**config.mk**
```make
export PLATFORM = sky130hd
export DESIGN_NAME = ddr2_lat_sched
export DESIGN_NICKNAME = d
export VERILOG_FILES = /design/src/rtl/ddr2_sched_pkg.sv /design/src/rtl/ddr2_bank_fsm.sv /design/src/rtl/ddr2_post_queue.sv /design/src/rtl/ddr2_win_gen.sv /design/src/rtl/ddr2_lat_sched.sv
export SDC_FILE = /design/constraint.sdc
export NUM_CORES = 1
export LEC_CHECK = 0
export BUFFER_PORTS_ARGS = -buffer_cell sky130_fd_sc_hd__buf_2
export CORE_MARGIN = 2
export CORE_UTILIZATION = 55
export DETAILED_ROUTE_END_ITERATION = 12
export HOLD_SLACK_MARGIN = 0.15
export PLACE_DENSITY = 0.76
export SLEW_MARGIN = 30
export SYNTH_ARGS = -nofsm -noshare
export SYNTH_HDL_FRONTEND = slang
export SYNTH_HIERARCHICAL = 1
export SYNTH_SLANG_ARGS = --single-unit
export TNS_END_PERCENT = 10
```
**constraint.sdc**
```tcl
create_clock -name clk -period 5 [get_ports clk]
set_clock_uncertainty 0.15 [all_clocks]
set_input_delay 1.5 -clock clk [delete_from_list [all_inputs] [get_ports clk]]
set_output_delay 1.5 -clock clk [all_outputs]
set_load 0.05 [all_outputs]
```
**src/rtl/ddr2_sched_pkg.sv**
```systemverilog
package ddr2_sched_pkg;

    typedef enum logic [1:0] {
        OP_ACT  = 2'b00,
        OP_RD   = 2'b01,
        OP_WR   = 2'b10,
        OP_NONE = 2'b11
    } cmd_op_e;

    typedef enum logic [1:0] {
        BK_IDLE,
        BK_ACTIVE,
        BK_AUTOPRE
    } bank_st_e;

    typedef struct packed {
        logic vld;
        logic wr;
    } post_ent_t;

endpackage

```
**src/rtl/ddr2_bank_fsm.sv**
```systemverilog
module ddr2_bank_fsm
    import ddr2_sched_pkg::*;
#(
    parameter int LAT_W = 5
) (
    input  logic             clk,
    input  logic             rst_n,
    input  logic             sel,
    input  cmd_op_e          op,
    input  logic             ap,
    input  logic [LAT_W-1:0] span,
    output logic             is_open,
    output logic             pre_pulse,
    output logic             reject
);

    bank_st_e         state, state_nxt;
    logic [LAT_W-1:0] cnt, cnt_nxt;
    logic             is_col;
    logic             pre_q;

    assign is_col = (op == OP_RD) || (op == OP_WR);
    assign reject = sel && (((op == OP_ACT) && (state != BK_IDLE)) ||
                            (is_col && (state != BK_ACTIVE)));

    // next-state logic
    always_comb begin
        state_nxt = state;
        cnt_nxt   = cnt;
        unique case (state)
            BK_IDLE: begin
                if (sel && (op == OP_ACT)) state_nxt = BK_ACTIVE;
            end
            BK_ACTIVE: begin
                if (sel && is_col && ap) begin
                    state_nxt = BK_AUTOPRE;
                    cnt_nxt   = span;
                end
            end
            BK_AUTOPRE: begin
                if (cnt == LAT_W'(1)) state_nxt = BK_IDLE;
                else                  cnt_nxt   = cnt - LAT_W'(1);
            end
            default: state_nxt = BK_IDLE;
        endcase
    end

    // state register
    always_ff @(posedge clk) begin
        if (!rst_n) begin
            state <= BK_IDLE;
            cnt   <= '0;
        end else begin
            state <= state_nxt;
            cnt   <= cnt_nxt;
        end
    end

    // outputs
    always_ff @(posedge clk) begin
        if (!rst_n) pre_q <= 1'b0;
        else        pre_q <= (state == BK_AUTOPRE) && (cnt == LAT_W'(1));
    end

    assign pre_pulse = pre_q;
    assign is_open   = (state != BK_IDLE);

    AST_REJECT_KEEPS_STATE: assert property (@(posedge clk) disable iff (!rst_n)
        (reject && (state != BK_AUTOPRE)) |=> (state == $past(state)));

    AST_AP_CLOSED: assert property (@(posedge clk) disable iff (!rst_n)
        pre_pulse |-> (state == BK_IDLE));

endmodule

```
**src/rtl/ddr2_post_queue.sv**
```systemverilog
module ddr2_post_queue
    import ddr2_sched_pkg::*;
#(
    parameter int MAX_AL = 6,
    parameter int AL_W   = 3
) (
    input  logic            clk,
    input  logic            rst_n,
    input  logic            in_vld,
    input  logic            in_wr,
    input  logic [AL_W-1:0] al,
    output logic            out_vld,
    output logic            out_wr
);

    generate
        if (MAX_AL == 0) begin : g_bypass
            assign out_vld = in_vld;
            assign out_wr  = in_wr;
        end else begin : g_pipe
            post_ent_t pipe [MAX_AL];

            always_ff @(posedge clk) begin
                if (!rst_n) begin
                    for (int i = 0; i < MAX_AL; i++) pipe[i] <= '0;
                end else begin
                    pipe[0] <= '{vld: in_vld, wr: in_wr};
                    for (int i = 1; i < MAX_AL; i++) pipe[i] <= pipe[i-1];
                end
            end

            always_comb begin
                out_vld = in_vld;
                out_wr  = in_wr;
                for (int i = 1; i <= MAX_AL; i++) begin
                    if (int'(al) == i) begin
                        out_vld = pipe[i-1].vld;
                        out_wr  = pipe[i-1].wr;
                    end
                end
            end
        end
    endgenerate

endmodule

```
**src/rtl/ddr2_win_gen.sv**
```systemverilog
module ddr2_win_gen #(
    parameter int DEPTH = 10,
    parameter int LAT_W = 5
) (
    input  logic             clk,
    input  logic             rst_n,
    input  logic             issue,
    input  logic [LAT_W-1:0] lat,
    input  logic [LAT_W-1:0] n,
    output logic             win
);

    logic [DEPTH-1:0] occ, mask;

    always_comb begin
        mask = '0;
        for (int i = 0; i < DEPTH; i++) begin
            mask[i] = issue && (i >= int'(lat)) && (i < int'(lat) + int'(n));
        end
    end

    always_ff @(posedge clk) begin
        if (!rst_n) occ <= '0;
        else        occ <= (occ >> 1) | mask;
    end

    assign win = occ[0];

    AST_WIN_FITS: assert property (@(posedge clk) disable iff (!rst_n)
        issue |-> ((int'(lat) + int'(n)) <= DEPTH));

endmodule

```
**src/rtl/ddr2_lat_sched.sv**
```systemverilog
module ddr2_lat_sched
    import ddr2_sched_pkg::*;
#(
    parameter int NUM_BANKS = 8,
    parameter int BANK_W    = $clog2(NUM_BANKS),
    parameter int AL_W      = 3,
    parameter int CL_W      = 3,
    parameter int MAX_AL    = 6,
    parameter int MIN_CL    = 3,
    parameter int MAX_CL    = 6
) (
    input  logic                 clk,
    input  logic                 rst_n,
    input  logic                 cmd_valid,
    input  logic [1:0]           cmd_op,
    input  logic [BANK_W-1:0]    cmd_bank,
    input  logic                 cmd_ap,
    input  logic [AL_W-1:0]      cfg_al,
    input  logic [CL_W-1:0]      cfg_cl,
    input  logic                 cfg_bl8,
    output logic                 rd_win,
    output logic                 wr_win,
    output logic [NUM_BANKS-1:0] pre_req,
    output logic [NUM_BANKS-1:0] bank_open,
    output logic                 err_flag
);

    localparam int BURST_MAX = 4;
    localparam int WIN_DEPTH = MAX_CL + BURST_MAX;
    localparam int LAT_W     = $clog2(MAX_AL + MAX_CL + BURST_MAX + 1);

    cmd_op_e              op;
    logic [AL_W-1:0]      al_eff;
    logic [CL_W-1:0]      cl_eff;
    logic [LAT_W-1:0]     rl, wl, nburst, span;
    logic [NUM_BANKS-1:0] rej_vec;
    logic                 any_rej, col_acc, iss_vld, iss_wr;
    logic                 err_q;

    assign op = cmd_op_e'(cmd_op);

    // configuration clamping and latency arithmetic
    always_comb begin
        al_eff = (int'(cfg_al) > MAX_AL) ? AL_W'(MAX_AL) : cfg_al;
        if (int'(cfg_cl) < MIN_CL)      cl_eff = CL_W'(MIN_CL);
        else if (int'(cfg_cl) > MAX_CL) cl_eff = CL_W'(MAX_CL);
        else                            cl_eff = cfg_cl;
        rl     = LAT_W'(al_eff) + LAT_W'(cl_eff);
        wl     = rl - LAT_W'(1);
        nburst = cfg_bl8 ? LAT_W'(4) : LAT_W'(2);
        span   = ((op == OP_WR) ? wl : rl) + nburst;
    end

    // per-bank state machines
    genvar b;
    generate
        for (b = 0; b < NUM_BANKS; b++) begin : g_bank
            ddr2_bank_fsm #(.LAT_W(LAT_W)) u_bank (
                .clk       (clk),
                .rst_n     (rst_n),
                .sel       (cmd_valid && (int'(cmd_bank) == b)),
                .op        (op),
                .ap        (cmd_ap),
                .span      (span),
                .is_open   (bank_open[b]),
                .pre_pulse (pre_req[b]),
                .reject    (rej_vec[b])
            );
        end
    endgenerate

    assign any_rej = |rej_vec;
    assign col_acc = cmd_valid && ((op == OP_RD) || (op == OP_WR)) && !any_rej;

    // additive-latency posting
    ddr2_post_queue #(.MAX_AL(MAX_AL), .AL_W(AL_W)) u_post (
        .clk     (clk),
        .rst_n   (rst_n),
        .in_vld  (col_acc),
        .in_wr   (op == OP_WR),
        .al      (al_eff),
        .out_vld (iss_vld),
        .out_wr  (iss_wr)
    );

    // data windows, measured from the launch after posting
    ddr2_win_gen #(.DEPTH(WIN_DEPTH), .LAT_W(LAT_W)) u_rd_win (
        .clk   (clk),
        .rst_n (rst_n),
        .issue (iss_vld && !iss_wr),
        .lat   (LAT_W'(cl_eff)),
        .n     (nburst),
        .win   (rd_win)
    );

    ddr2_win_gen #(.DEPTH(WIN_DEPTH), .LAT_W(LAT_W)) u_wr_win (
        .clk   (clk),
        .rst_n (rst_n),
        .issue (iss_vld && iss_wr),
        .lat   (LAT_W'(cl_eff) - LAT_W'(1)),
        .n     (nburst),
        .win   (wr_win)
    );

    // sticky error
    always_ff @(posedge clk) begin
        if (!rst_n) err_q <= 1'b0;
        else        err_q <= err_q | any_rej;
    end

    assign err_flag = err_q;

    AST_ERR_STICKY: assert property (@(posedge clk) disable iff (!rst_n)
        err_flag |=> err_flag);

    AST_ACT_OPENS: assert property (@(posedge clk) disable iff (!rst_n)
        (cmd_valid && (cmd_op == 2'b00) && !bank_open[cmd_bank])
        |=> bank_open[$past(cmd_bank)]);

endmodule

```
[After elaboration in Yosys (flattened, before gate mapping)]
Memories as Yosys holds them, arrays and structs flattened.
Cells that the tools add are included.
Storage, ports and cells
  word-level logic and storage cells: 416
  memories kept: 1
  memory bits (writable): 12
  output and inout port bits: 19
  flip-flop bits (word level): 85
  input bits: 16
Memory list
  u_post.g_pipe.pipe: depth 6, bits a word 2, rd ports 6, clocked after Yosys merged registers in 0, wr ports 6, line ddr2_post_queue.sv:21  | post_ent_t pipe [MAX_AL];
Operators by class
  muxes and demuxes: 81
  reductions and logical operators: 162
  equality and inequality tests: 79
  bitwise logic cells: 9
  add/subtract/negate cells: 14
  $lt $le $gt $ge: 43
Operator list (count)
  4-bit by 32-bit < comparator with 1-bit output (first input constant): 8
  3-bit by 32-bit < comparator with 1-bit output (first input constant): 4
  5-bit by 32-bit < comparator with 1-bit output (first input constant): 4
  1-bit logical AND: 108
  5-bit two-way mux: 17
  5-bit case mux with 2 select lines: 8
  1-bit by 32-bit < comparator with 1-bit output (first input constant): 2
  2-bit by 32-bit < comparator with 1-bit output (first input constant): 2
  2-bit by 1-bit inequality test with 1-bit output (second input constant): 32
  2-bit two-way mux: 30
  2-bit case mux with 3 select lines: 8
  3-bit AND reduction: 16
  5-bit by 1-bit == test with 1-bit output (second input constant): 8
  5-bit by 1-bit subtractor with 5-bit output (second input constant): 8
  2-bit nonzero test: 16
  3-bit == test (second input constant): 8
  3-bit by 5-bit greater-or-equal comparator with 1-bit output (first input constant): 4
  9-bit by 10-bit OR with 10-bit output: 2
  2-bit by 1-bit == test with 1-bit output (second input constant): 9
  2-bit == test (second input constant): 9
  2-bit zero test: 9
  2-bit inequality test (second input constant): 8
  1-bit two-way mux: 14
  3-bit by 2-bit == test with 1-bit output (second input constant): 4
  21 further kinds: 50

[Depth between registers and ports, before layout]
Gate-level depths: netlist of the first run.
  depth after elaboration: 18
  depth in mapped cells: 15
  gate-level depth less buffers: 15

[By module]
Netlist of the first run, hierarchy kept.
Modules (own cells, without submodules)
  ddr2_bank_fsm: seq. area each 160.2 sq um, instances 8, cells each 58, area an instance 516.7 sq um
  ddr2_win_gen (u_wr_win): seq. area each 200.2 sq um, instances 1, cells each 78, area an instance 701.9 sq um
  ddr2_win_gen (u_rd_win): seq. area each 200.2 sq um, instances 1, cells each 87, area an instance 684.4 sq um
  ddr2_post_queue: seq. area each 240.2 sq um, instances 1, cells each 52, area an instance 515.5 sq um
  ddr2_lat_sched: seq. area each 20.0 sq um, instances 1, cells each 63, area an instance 456.7 sq um

[Worst setup path before layout of the first run]
No wires, ideal clock.
  path type: input-to-reg
  start point: input cfg_cl[0]
  end point: register g_bank[0].u_bank.cnt[3]
  buffers on the path: 0
  arrival time: 4.668 ns
  library setup time: 0.115 ns
  stages on the path: 14
  path slack: 0.066 ns
  required time: 4.735 ns
  path through: inv_1 > o21ai_0 > ha_1 > inv_1 > fa_1 > ha_1 > mux2i_1 > ha_1 > fa_1 > xor2_1 > xnor2_1 > a22o_1 > and3_1 > a31o_1
Between the ends
  longest elaborated chain between the ends: 9
  elaborated cells between the ends (all ways): 10
  classes of those cells: add/sub (3); order compare (2); mux (5)
RTL lines
  from (decl): line ddr2_lat_sched.sv:19  | input logic [CL_W-1:0] cfg_cl,
  3-bit > comparator: line ddr2_lat_sched.sv:46  | else if (int'(cfg_cl) > MAX_CL) cl_eff = CL_W'(MAX_CL);
  3-bit two-way mux: line ddr2_lat_sched.sv:46
  3-bit two-way mux (*): line ddr2_lat_sched.sv:45  | if (int'(cfg_cl) < MIN_CL) cl_eff = CL_W'(MIN_CL);
  named net cl_eff[0]: line ddr2_lat_sched.sv:34  | logic [CL_W-1:0] cl_eff;
  3-bit by 3-bit adder with 4-bit output (*): line ddr2_lat_sched.sv:48  | rl = LAT_W'(al_eff) + LAT_W'(cl_eff);
  4-bit by 1-bit subtractor with 5-bit output: line ddr2_lat_sched.sv:49  | wl = rl - LAT_W'(1);
  5-bit two-way mux (*): line ddr2_lat_sched.sv:51  | span = ((op == OP_WR) ? wl : rl) + nburst;
  5-bit by 3-bit adder with 5-bit output (*): line ddr2_lat_sched.sv:51
  named net span[3]: line ddr2_lat_sched.sv:35  | logic [LAT_W-1:0] rl, wl, nburst, span;
  5-bit two-way mux (*): line ddr2_bank_fsm.sv:35  | if (sel && is_col && ap) begin
  5-bit case mux with 2 select lines (*): line ddr2_bank_fsm.sv:30  | unique case (state)
  to (signal assigned): line ddr2_bank_fsm.sv:55  | cnt <= cnt_nxt;
  to (decl): line ddr2_bank_fsm.sv:18  | logic [LAT_W-1:0] cnt, cnt_nxt;
Mark *: on every way through the listed nets, which the timed path passes. The rest lies on a longest branch. The select of a mux whose other input is x is not followed.
A chain may end at the register's enable or synchronous reset.

[Final worst setup path of the first run]
  start point: input cfg_al[1]
  end point: register g_bank[2].u_bank.cnt[3]
Between the ends
  longest elaborated chain between the ends: 8
RTL lines
  from (decl): line ddr2_lat_sched.sv:18  | input logic [AL_W-1:0] cfg_al,
  3-bit > comparator (*): line ddr2_lat_sched.sv:44  | al_eff = (int'(cfg_al) > MAX_AL) ? AL_W'(MAX_AL) : cfg_al;
  3-bit two-way mux (*): line ddr2_lat_sched.sv:44
  named net al_eff[0]: line ddr2_lat_sched.sv:33  | logic [AL_W-1:0] al_eff;
  3-bit by 3-bit adder with 4-bit output (*): line ddr2_lat_sched.sv:48
  4-bit by 1-bit subtractor with 5-bit output: line ddr2_lat_sched.sv:49
  5-bit two-way mux (*): line ddr2_lat_sched.sv:51
  5-bit by 3-bit adder with 5-bit output (*): line ddr2_lat_sched.sv:51
  named net span[3]: line ddr2_lat_sched.sv:35
  5-bit two-way mux (*): line ddr2_bank_fsm.sv:35
  5-bit case mux with 2 select lines (*): line ddr2_bank_fsm.sv:30
  to (signal assigned): line ddr2_bank_fsm.sv:55
  to (decl): line ddr2_bank_fsm.sv:18
Marks and branches as above.

==> results of run 1 <==
-- power by group through the flow --
stage,Sequential [mW],Combinational (mW),Clock [mW]
after floorplan,0.802,0.264,0
after global placement,0.800,0.360,0
after detailed placement,0.800,0.376,0
after CTS,0.783,0.380,0.759
after global routing,0.783,0.426,0.787
final,0.783,0.390,0.747
-- cells by family (layout without fill, tap and decap cells) --
| group | count (synthesis) | after routing | synth area share, % |
|---|---|---|---|
| and+or+nand+nor | 280 | 280 | 26.9 |
| AOI/OAI and AO/OA | 209 | 209 | 23.4 |
| DFF | 97 | 97 | 29.9 |
| buffers and inverters | 80 | 123 | 5.36 |
| adders and majority gates | 46 | 46 | 9.33 |
| muxes | 22 | 22 | 3.64 |
| xor gates and xnor gates | 9 | 9 | 1.33 |
| other | 1 | 23 | 0.0578 |
-- worst max-delay path, stage by stage --
cell      delay (ns)
buf_2           0.10
a21boi_0        0.36
ha_1            0.24
inv_1           0.05
fa_1            0.50
ha_1            0.31
mux2i_1         0.07
ha_1            0.22
fa_1            0.39
xor2_1          0.18
xnor2_1         0.13
buf_4           0.20
a22o_1          0.22
and3_1          0.18
a31o_1          0.18
-- through the flow --
| stage | cells | total power [mW] | area (sq um) |
|---|---|---|---|
| after floorplan | 766 | 1.07 | 6580 |
| after global placement | 937 | 1.16 | 6900 |
| after detailed placement | 937 | 1.18 | 6900 |
| after CTS | 952 | 1.92 | 7210 |
| after global routing | 952 | 2.00 | 7220 |
| final | 952 | 1.92 | 7220 |
-- flip-flops by register name, summed over array words and instances, names as in the netlist --
signal                   cells
u_rd_win/occ                10
err_flag                     1
g_bank.u_bank/cnt           40
u_wr_win/occ                10
u_post/g_pipe.pipe          12
g_bank.u_bank/state         16
g_bank.u_bank/pre_pulse      8
-- cell type report --
class / instances / area, sq um
well taps: 143 / 179
repair buffers: 45 / 253
multi-input cells: 589 / 4290
inverters: 63 / 236
clock buffers: 10 / 239
fillers: 978 / 4250
flip-flops and latches: 97 / 1940
clock inverters: 5 / 80.1
-- placed cells by master (no fill, tap or decap), types with 21 or more instances in the layout --
master,n
a21oi_1,63
buf_2,34
conb_1,23
dfxtp_1,97
ha_1,42
inv_1,63
nand2_1,31
nand2b_1,33
nor2_1,65
nor3_1,21
nor3b_1,26
-- worst max path at each step --
stage | cells past startpoint | endpoint | slack, ns | from
detailed placement | 16 | u_rd_win/occ[0]$_SDFF_PN0_ | -0.23 | cmd_op[0]
global route | 16 | u_rd_win/occ[0]$_SDFF_PN0_ | 0.02 | cmd_op[0]
global placement | 16 | u_rd_win/occ[0]$_SDFF_PN0_ | -0.06 | cmd_op[0]
finish | 15 | g_bank[2].u_bank/cnt[3]$_SDFFE_PN0P_ | 0.25 | cfg_al[1]
CTS | 16 | u_rd_win/occ[0]$_SDFF_PN0_ | 0.13 | cmd_op[0]
floorplan | 14 | g_bank[0].u_bank/cnt[3]$_SDFFE_PN0P_ | 0.07 | cfg_cl[0]
-- routing by layer --
| layer | routed length (um) | vias up | GRT usage [%] |
|---|---|---|---|
| li1 | - | 2812 | - |
| met1 | 6790 | 2684 | 31.0 |
| met2 | 7440 | 127 | 42.1 |
| met3 | 633 | 20 | 5.13 |
| met4 | 209 | 0 | 6.59 |
| met5 | 0 | - | 0 |
==> impl_metrics.env, run 1 <==
export IMPL_status="complete, no violations"
export IMPL_grt_max_degree=44
export IMPL_swShare_pct=28.1
export IMPL_r2r_start="g_bank[5].u_bank/state[0]$_SDFFE_PN0P_"
export IMPL_period_minus_slack_ns=4.75
export IMPL_powerDensity_mw_per_mm2=266
export IMPL_rsz0062_at_grt="false"
export IMPL_wirelength_um=15100
export IMPL_antenna_diode_count=0
export IMPL_fin_crit_sh_pct=95.1
export IMPL_hold_viol=0
export IMPL_cts_max_level=3
export IMPL_dominantRegCellSynth="dfxtp_1"
export IMPL_seqPwrFrac_pct=40.8
export IMPL_cts_setup_buffers=0
export IMPL_drtPass1Iterations=6
export IMPL_ys_warnings_count=6
export IMPL_hp_start="u_wr_win/occ[9]$_SDFF_PN0_"
export IMPL_irDropWorstVdd_uv=354
export IMPL_synth_largest_area_cell="dfxtp_1"
export IMPL_syn2layout_area_growth_pct=11.2
export IMPL_routedWlPerCell_um=15.8
export IMPL_layout_drive_gt1_share_pct=16.2
export IMPL_cp_required_ns=5.09
export IMPL_cts_tree="done"
export IMPL_cts_resized=0
export IMPL_nets=867
export IMPL_hold_path_class="reg2reg"
export IMPL_preCtsSetupSlack_ns=-0.227
export IMPL_drt_iter0_drc=377
export IMPL_max_slew_margin_pct=57.3
export IMPL_setup_viol=0
export IMPL_hold_buffers=0
export IMPL_synthTopCellsByArea="dfxtp_1, ha_1, a21oi_1, nor2_1, inv_1"
export IMPL_dpl_hpwl_um=10800
export IMPL_fin_util_pct=63.0
export IMPL_grt_pass1_wl_um=25700
export IMPL_cts_buffers=9
export IMPL_p_switching_mw=0.540
export IMPL_ys_ff_latch=97
export IMPL_top_level_ports=35
export IMPL_grt_overflow_total=0
export IMPL_r2r_end="u_rd_win/occ[0]$_SDFF_PN0_"
export IMPL_grt_use_total_pct=24.4
export IMPL_cts_sinks=97
export IMPL_worst_slack_ns=0.245
export IMPL_clock_fmax_ghz=0.210
export IMPL_routed_via_density=5.93
export IMPL_synth_avg_cell_area_sq_um=8.73
export IMPL_synth_cell_types=67
export IMPL_clock_latency_ns=0.35
export IMPL_synthArstFlopShare_pct=0
export IMPL_worstMarginPinSlew_ns=0.641
export IMPL_core_area_sq_mm=0.0115
export IMPL_rows=39
export IMPL_drc=0
export IMPL_netlist_instances=744
export IMPL_clkPwrFrac_pct=38.9
export IMPL_whs_path_depth=2
export IMPL_clk_pin_slew_ns=0.06
export IMPL_synth_edf_count=0
export IMPL_io_buffer_count=34
export IMPL_endpoint_kind="register"
export IMPL_seq_area_frac_synth_pct=29.9
export IMPL_antenna_found_initial=0
export IMPL_p_comb_share_pct=20.3
export IMPL_die_h_um=113
export IMPL_reg2reg_slack_ns=1.47
export IMPL_yosys_top_cells_count="dfxtp_1, nor2_1, a21oi_1, inv_1, ha_1"
export IMPL_detail_route_antenna_nets=0
export IMPL_path_class="in2reg"
export IMPL_critPathArrivalTime_ns=4.85
export IMPL_netlist_area_sq_mm=0.00649
export IMPL_fin_setup_tns_ns=0
export IMPL_die_w_um=113
export IMPL_p_leak_nw=2.96
export IMPL_netlist_area_leader_share_pct=29.9
export IMPL_hold_slack_ns=0.285
export IMPL_vias=5643
export IMPL_dieArea_sq_mm=0.0127
export IMPL_yosysMostFrequentCell="dfxtp_1"
export IMPL_cp_max_fo=8
export IMPL_whs_endpoint="u_wr_win/occ[8]$_SDFF_PN0_"
export IMPL_start_util_pct=56.6
export IMPL_grt_pass1_vias=5352
export IMPL_clock_path_buffers=2
export IMPL_drv_slew=0
export IMPL_p_int_mw=1.38
export IMPL_worstSetupStartpointType="input pin"
export IMPL_maxCapViolCount=0
export IMPL_root_buffer="clkbuf_16"
export IMPL_worstRegToRegCells=13
export IMPL_gp_congestion=0.882
Note: power is estimated with default switching activity, not from simulation.
==> run 2, diff against run 1 <==
- PLACE_DENSITY: 0.76 -> 0.73
- clock period: 5 -> 6 ns (I/O delays scaled with it)
==> run 2 against run 1 <==
Against the previous run:
- register-to-register slack better by 0.87 ns
- critical path depth is 1 higher
- routed wire length is 0.40% higher
- final area is 0.92% lower
- highest routed layer unchanged
==> impl_metrics.env, run 2 (synthesized netlist as in run 1, its figures left out) <==
export IMPL_grt_pass1_wl_um=25500
export IMPL_path_class="in2reg"
export IMPL_hold_path_class="reg2reg"
export IMPL_grt_use_total_pct=24.3
export IMPL_p_comb_share_pct=20.7
export IMPL_detail_route_antenna_nets=0
export IMPL_clock_fmax_ghz=0.195
export IMPL_gp_congestion=0.879
export IMPL_die_w_um=113
export IMPL_powerDensity_mw_per_mm2=217
export IMPL_regArea_sq_mm=0.00194
export IMPL_routedWlPerCell_um=16.0
export IMPL_drtPass1Iterations=5
export IMPL_die_h_um=113
export IMPL_core_area_sq_mm=0.0115
export IMPL_layout_common_cells="dfxtp_1, nor2_1, inv_1, a21oi_1, ha_1"
export IMPL_fin_setup_tns_ns=0
export IMPL_status="complete, no violations"
export IMPL_r2r_start="g_bank[4].u_bank/state[0]$_SDFFE_PN0P_"
export IMPL_syn2layout_area_growth_pct=10.2
export IMPL_vias=5630
export IMPL_cp_required_ns=6.13
export IMPL_grt_overflow_total=0
export IMPL_cts_sinks=97
export IMPL_dpl_hpwl_um=10900
export IMPL_multiInputGateArea_sq_mm=0.00429
export IMPL_cts_setup_buffers=0
export IMPL_nFillCells=995
export IMPL_setup_viol=0
export IMPL_grt_max_degree=38
export IMPL_irDropWorstVdd_uv=167
export IMPL_antenna_diode_count=0
export IMPL_swShare_pct=29.2
export IMPL_nets=862
export IMPL_grt_pass1_vias=5421
export IMPL_root_buffer="clkbuf_16"
export IMPL_clock_latency_ns=0.34
export IMPL_clkPwrFrac_pct=37.2
export IMPL_max_slew_margin_pct=55.0
export IMPL_hold_viol=0
export IMPL_layout_drive_gt1_share_pct=15.5
export IMPL_start_util_pct=56.6
export IMPL_regMostFlops="g_bank.u_bank/cnt"
export IMPL_wirelength_um=15100
export IMPL_seqPwrFrac_pct=42.1
export IMPL_p_leak_nw=2.92
export IMPL_hold_buffers=0
export IMPL_cts_resized=0
export IMPL_preCtsSetupSlack_ns=0.511
export IMPL_drc=0
export IMPL_maxCapViolCount=0
export IMPL_fin_crit_sh_pct=85.5
export IMPL_drt_iter0_drc=451
export IMPL_crit_start="cmd_op[0]"
export IMPL_antenna_found_initial=0
export IMPL_top_level_ports=35
export IMPL_critPathArrivalTime_ns=5.26
export IMPL_hp_start="u_rd_win/occ[8]$_SDFF_PN0_"
export IMPL_clock_path_buffers=2
export IMPL_p_switching_mw=0.452
export IMPL_period_minus_slack_ns=5.13
export IMPL_rsz0062_at_grt="false"
export IMPL_drv_slew=0
export IMPL_io_buffer_count=34
export IMPL_cts_max_level=3
export IMPL_clk_pin_slew_ns=0.07
export IMPL_largest_reg_flops=40
export IMPL_worstMarginPinSlew_ns=0.675
export IMPL_final_common_cell="dfxtp_1"
export IMPL_endpoint_kind="register"
export IMPL_dieArea_sq_mm=0.0127
export IMPL_cts_buffers=9
export IMPL_reg_largest_list="g_bank.u_bank/cnt x40, g_bank.u_bank/state x16, u_post/g_pipe.pipe x12"
export IMPL_worstSetupStartpointType="input pin"
export IMPL_routed_via_density=5.94
export IMPL_rows=39
export IMPL_p_int_mw=1.10
export IMPL_worst_slack_ns=0.868
export IMPL_cts_tree="done"
export IMPL_cp_max_fo=9
## run 2: cell count changes in the layout (fill, tap and decap cells not counted), sizes merged
cell and delta:
clkinvlp +1, buf -5, inv +1, bufinv -1
## run 2: area by class of cell
| cell class | instances | share of cell area (%) |
|---|---|---|
| inverter | 63 | 3.31 |
| tap | 143 | 2.50 |
| multi-input combinational | 589 | 59.9 |
| sequential | 97 | 27.1 |
| clock inverter | 6 | 0.927 |
| clock buffer | 10 | 3.20 |
| timing repair buffer | 40 | 3.01 |
## run 2: final timing paths
check	end	slack, ns	depth (start not counted)
min	u_rd_win/occ[7]$_SDFF_PN0_	0.29	2
max	u_rd_win/occ[6]$_SDFF_PN0_	0.87	16
min reg2reg	u_rd_win/occ[7]$_SDFF_PN0_	0.29	2
max reg2reg	u_rd_win/occ[6]$_SDFF_PN0_	2.34	13
## run 2: critical path, stage by stage
cell     delay, ns
buf_2         0.19
inv_1         0.06
ha_1          0.32
mux2_2        0.27
o221a_2       0.26
nor4_1        0.36
nand2_1       0.12
nor3b_1       0.33
nand2_1       0.10
a21oi_1       0.16
a22o_1        0.14
nor2b_1       0.20
or3b_2        0.52
a31oi_1       0.17
o21ai_0       0.10
a21oi_1       0.15
## run 2: power by group through the flow
stage / clock network [mW] / logic (mW) / registers, mW
2_1_floorplan: 0 / 0.220 / 0.669
3_3_place_gp: 0 / 0.300 / 0.667
3_5_place_dp: 0 / 0.312 / 0.667
4_1_cts: 0.589 / 0.314 / 0.652
5_1_grt: 0.617 / 0.350 / 0.653
6_report: 0.577 / 0.321 / 0.653
## run 2: layer usage
| metal | vias up | global-route usage, % | wire (um) |
|---|---|---|---|
| met5 | - | 0 | 0 |
| met3 | 26 | 4.27 | 602 |
| met1 | 2686 | 31.4 | 6960 |
| li1 | 2809 | - | - |
| met2 | 109 | 41.1 | 7270 |
| met4 | 0 | 7.89 | 291 |
## run 2: stage by stage
stage               util, %  hold WS [ns]  cells  power, mW  instance area (sq um)
finish                 62.4         0.285    948       1.55                   7150
global route           62.4         0.308    948       1.62                   7150
CTS                    62.4         0.286    948       1.56                   7150
detailed placement     59.8         0.268    932      0.979                   6860
global placement       59.8         0.258    932      0.967                   6860
floorplan                 -         0.246    766      0.889                   6580
==> run 3, diff against run 2 <==
- SYNTH_HIERARCHICAL: 1 -> unset
==> run 3 against run 2 <==
Against the previous run:
- critical path depth decreased by 3
- routed wire length decreased by 7.1%
- sequential share of layout area increased by 3.0 points
- fmax decreased by 0.67%
- largest cell class unchanged
- synthesized cell count increased by 1.9%
- total power increased by 43%
==> impl_metrics.env, run 3 <==
export IMPL_wirelength_um=14100
export IMPL_drc=0
export IMPL_drv_slew=0
export IMPL_seq_area_frac_synth_pct=31.5
export IMPL_top_level_ports=35
export IMPL_hold_path_class="reg2reg"
export IMPL_core_area_sq_mm=0.0109
export IMPL_synth_largest_area_cell="dfxtp_1"
export IMPL_hold_viol=0
export IMPL_endpoint_kind="register"
export IMPL_grt_pass1_vias=4954
export IMPL_cts_buffers=9
export IMPL_busiest_layer="met2"
export IMPL_ys_warnings_count=0
export IMPL_synth_avg_cell_area_sq_um=8.13
export IMPL_fin_setup_tns_ns=0
export IMPL_root_buffer="clkbuf_8"
export IMPL_synthXorXnorAreaFrac_pct=0.711
export IMPL_worstMarginPinSlew_ns=0.902
export IMPL_met1_usage_pct=31.2
export IMPL_cts_setup_buffers=0
export IMPL_irDropWorstVdd_uv=256
export IMPL_synth_compound_area_share_pct=20.2
export IMPL_dpl_hpwl_um=9800
export IMPL_nets=838
export IMPL_period_minus_slack_ns=5.17
export IMPL_grt_pass1_wl_um=23100
export IMPL_syn_nets=843
export IMPL_rsz0062_at_grt="false"
export IMPL_worstSetupStartpointType="input pin"
export IMPL_cts_resized=0
export IMPL_antenna_diode_count=0
export IMPL_netlist_instances=758
export IMPL_grt_max_degree=60
export IMPL_clock_path_buffers=2
export IMPL_max_stage_delay_ns=0.68
export IMPL_cts_tree="done"
export IMPL_final_common_cell="dfxtp_1"
export IMPL_drt_iter0_drc=394
export IMPL_worst_path_most_repeated_cell="ha_1"
export IMPL_crit_chain="buf_2, nand2_1, ha_1, fa_1, inv_1, ha_1, a21oi_1, ha_1, fa_1, xor2_1, xnor2_1, o211ai_1, and3_1"
export IMPL_cp_required_ns=6.13
export IMPL_routed_via_density=5.77
export IMPL_critPathArrivalTime_ns=5.30
export IMPL_cts_sinks=97
export IMPL_netlist_area_sq_mm=0.00616
export IMPL_yosysMostFrequentCell="dfxtp_1"
export IMPL_use_met2_pct=40.4
export IMPL_clock_fmax_ghz=0.194
export IMPL_hold_buffers=0
export IMPL_layout_drive_gt1_share_pct=9.63
export IMPL_start_util_pct=56.6
export IMPL_synth_top_family_by_area="simple AND/OR/NAND/NOR gates"
export IMPL_fin_crit_sh_pct=86.1
export IMPL_drtPass1Iterations=5
export IMPL_synthMuxAreaShare_pct=4.02
export IMPL_clk_pin_slew_ns=0.09
export IMPL_synth_cell_types=64
export IMPL_setup_viol=0
export IMPL_ys_ff_latch=97
export IMPL_routedWlPerCell_um=15.7
export IMPL_hold_slack_ns=0.284
export IMPL_dieArea_sq_mm=0.0121
export IMPL_syn2layout_area_growth_pct=4.47
export IMPL_cp_max_fo=10
export IMPL_synth_edf_count=0
export IMPL_largest_reg_flops=40
export IMPL_die_w_um=110
export IMPL_synth_adder_area_share_pct=14.5
export IMPL_p_leak_nw=2.74
export IMPL_grt_overflow_total=0
export IMPL_reg_largest_list="g_bank.u_bank.cnt x40, g_bank.u_bank.state x16, u_post.g_pipe.pipe x12"
export IMPL_max_slew_margin_pct=39.6
export IMPL_die_h_um=110
export IMPL_cpMaxStageDelayCell="xnor2_1"
export IMPL_status="complete, no violations"
export IMPL_clock_latency_ns=0.38
export IMPL_synthTopCellsByArea="dfxtp_1, ha_1, nor2_1, o21ai_0, inv_1"
export IMPL_layout_common_cells="dfxtp_1, nor2_1, inv_1, ha_1, nand2_1"
export IMPL_maxCapViolCount=0
export IMPL_yosys_top_cells_count="dfxtp_1, nor2_1, inv_1, ha_1, nand2_1"
export IMPL_fin_util_pct=59.1
export IMPL_rows=38
export IMPL_gp_congestion=0.884
export IMPL_regMostFlops="g_bank.u_bank.cnt"
export IMPL_yosys_area_share_simple_pct=20.4
export IMPL_path_class="in2reg"
export IMPL_powerDensity_mw_per_mm2=345
export IMPL_io_buffer_count=34
export IMPL_antenna_found_initial=0
export IMPL_detail_route_antenna_nets=0
export IMPL_cts_max_level=3
export IMPL_vias=5183
export IMPL_grt_use_met3_pct=3.85
export IMPL_netlist_area_leader_share_pct=31.5
export IMPL_grt_use_total_pct=24.5
export IMPL_synthArstFlopShare_pct=0
export IMPL_dominantRegCellSynth="dfxtp_1"
[run 3: cells by family (layout without fill, tap and decap cells)]
group | Yosys count | count (layout)
DFF | 97 | 97
buffers and inverters | 123 | 123
and+or+nand+nor | 256 | 256
xor gates and xnor gates | 5 | 5
muxes | 23 | 23
AOI/OAI and AO/OA | 184 | 184
other | 1 | 1
adders and majority gates | 69 | 69
[run 3: final timing paths]
| path | start | end | slack (ns) | depth (start not counted) |
|---|---|---|---|---|
| worst min-delay path | u_rd_win.occ[9]$_SDFF_PN0_ | u_rd_win.occ[8]$_SDFF_PN0_ | 0.28 | 2 |
| worst max register to register | g_bank[3].u_bank.state[0]$_SDFFE_PN0P_ | u_wr_win.occ[2]$_SDFF_PN0_ | 3.31 | 8 |
| worst min register to register | u_rd_win.occ[9]$_SDFF_PN0_ | u_rd_win.occ[8]$_SDFF_PN0_ | 0.28 | 2 |
| worst max-delay path | cfg_cl[2] | g_bank[7].u_bank.cnt[3]$_SDFFE_PN0P_ | 0.83 | 13 |
[run 3: worst max-delay path: cells and delay by family]
kind / cells / cell delay [ns]
XOR/XNOR: 2 / 0.86
AND/OR/NAND/NOR: 2 / 0.45
adder cells (fa/ha/maj): 5 / 1.71
AO/OA/AOI/OAI: 2 / 0.21
buffers and inverters: 2 / 0.25
[run 3: layout make-up]
type	instances	area, sq um
flip-flops and latches	97	1940
clock buffers	11	141
multi-input cells	538	3690
fillers	978	4450
repair buffers	36	185
clock inverters	5	31.3
inverters	71	267
well taps	140	175
[run 3: per-stage QoR]
stage	total power [mW]	std cells	worst slack [ns]	instance area (sq um)
final	2.22	898	0.834	6440
after global routing	2.39	898	0.595	6440
after CTS	2.22	898	0.859	6440
after detailed placement	1.82	882	0.441	6260
after global placement	1.77	882	0.589	6260
after floorplan	1.64	758	0.943	6160
[run 3: per-layer routing]
metal | up-vias | wire length [um]
met5 | - | 0
met4 | 0 | 357
met3 | 27 | 556
met2 | 102 | 6600
met1 | 2460 | 6540
li1 | 2594 | -
[run 3: power breakdown]
group	switching (mW)	internal (mW)	leakage, nW
clock	0.238	0.161	0.0891
combinational	0.639	0.366	1.87
sequential	0.0814	0.735	0.785
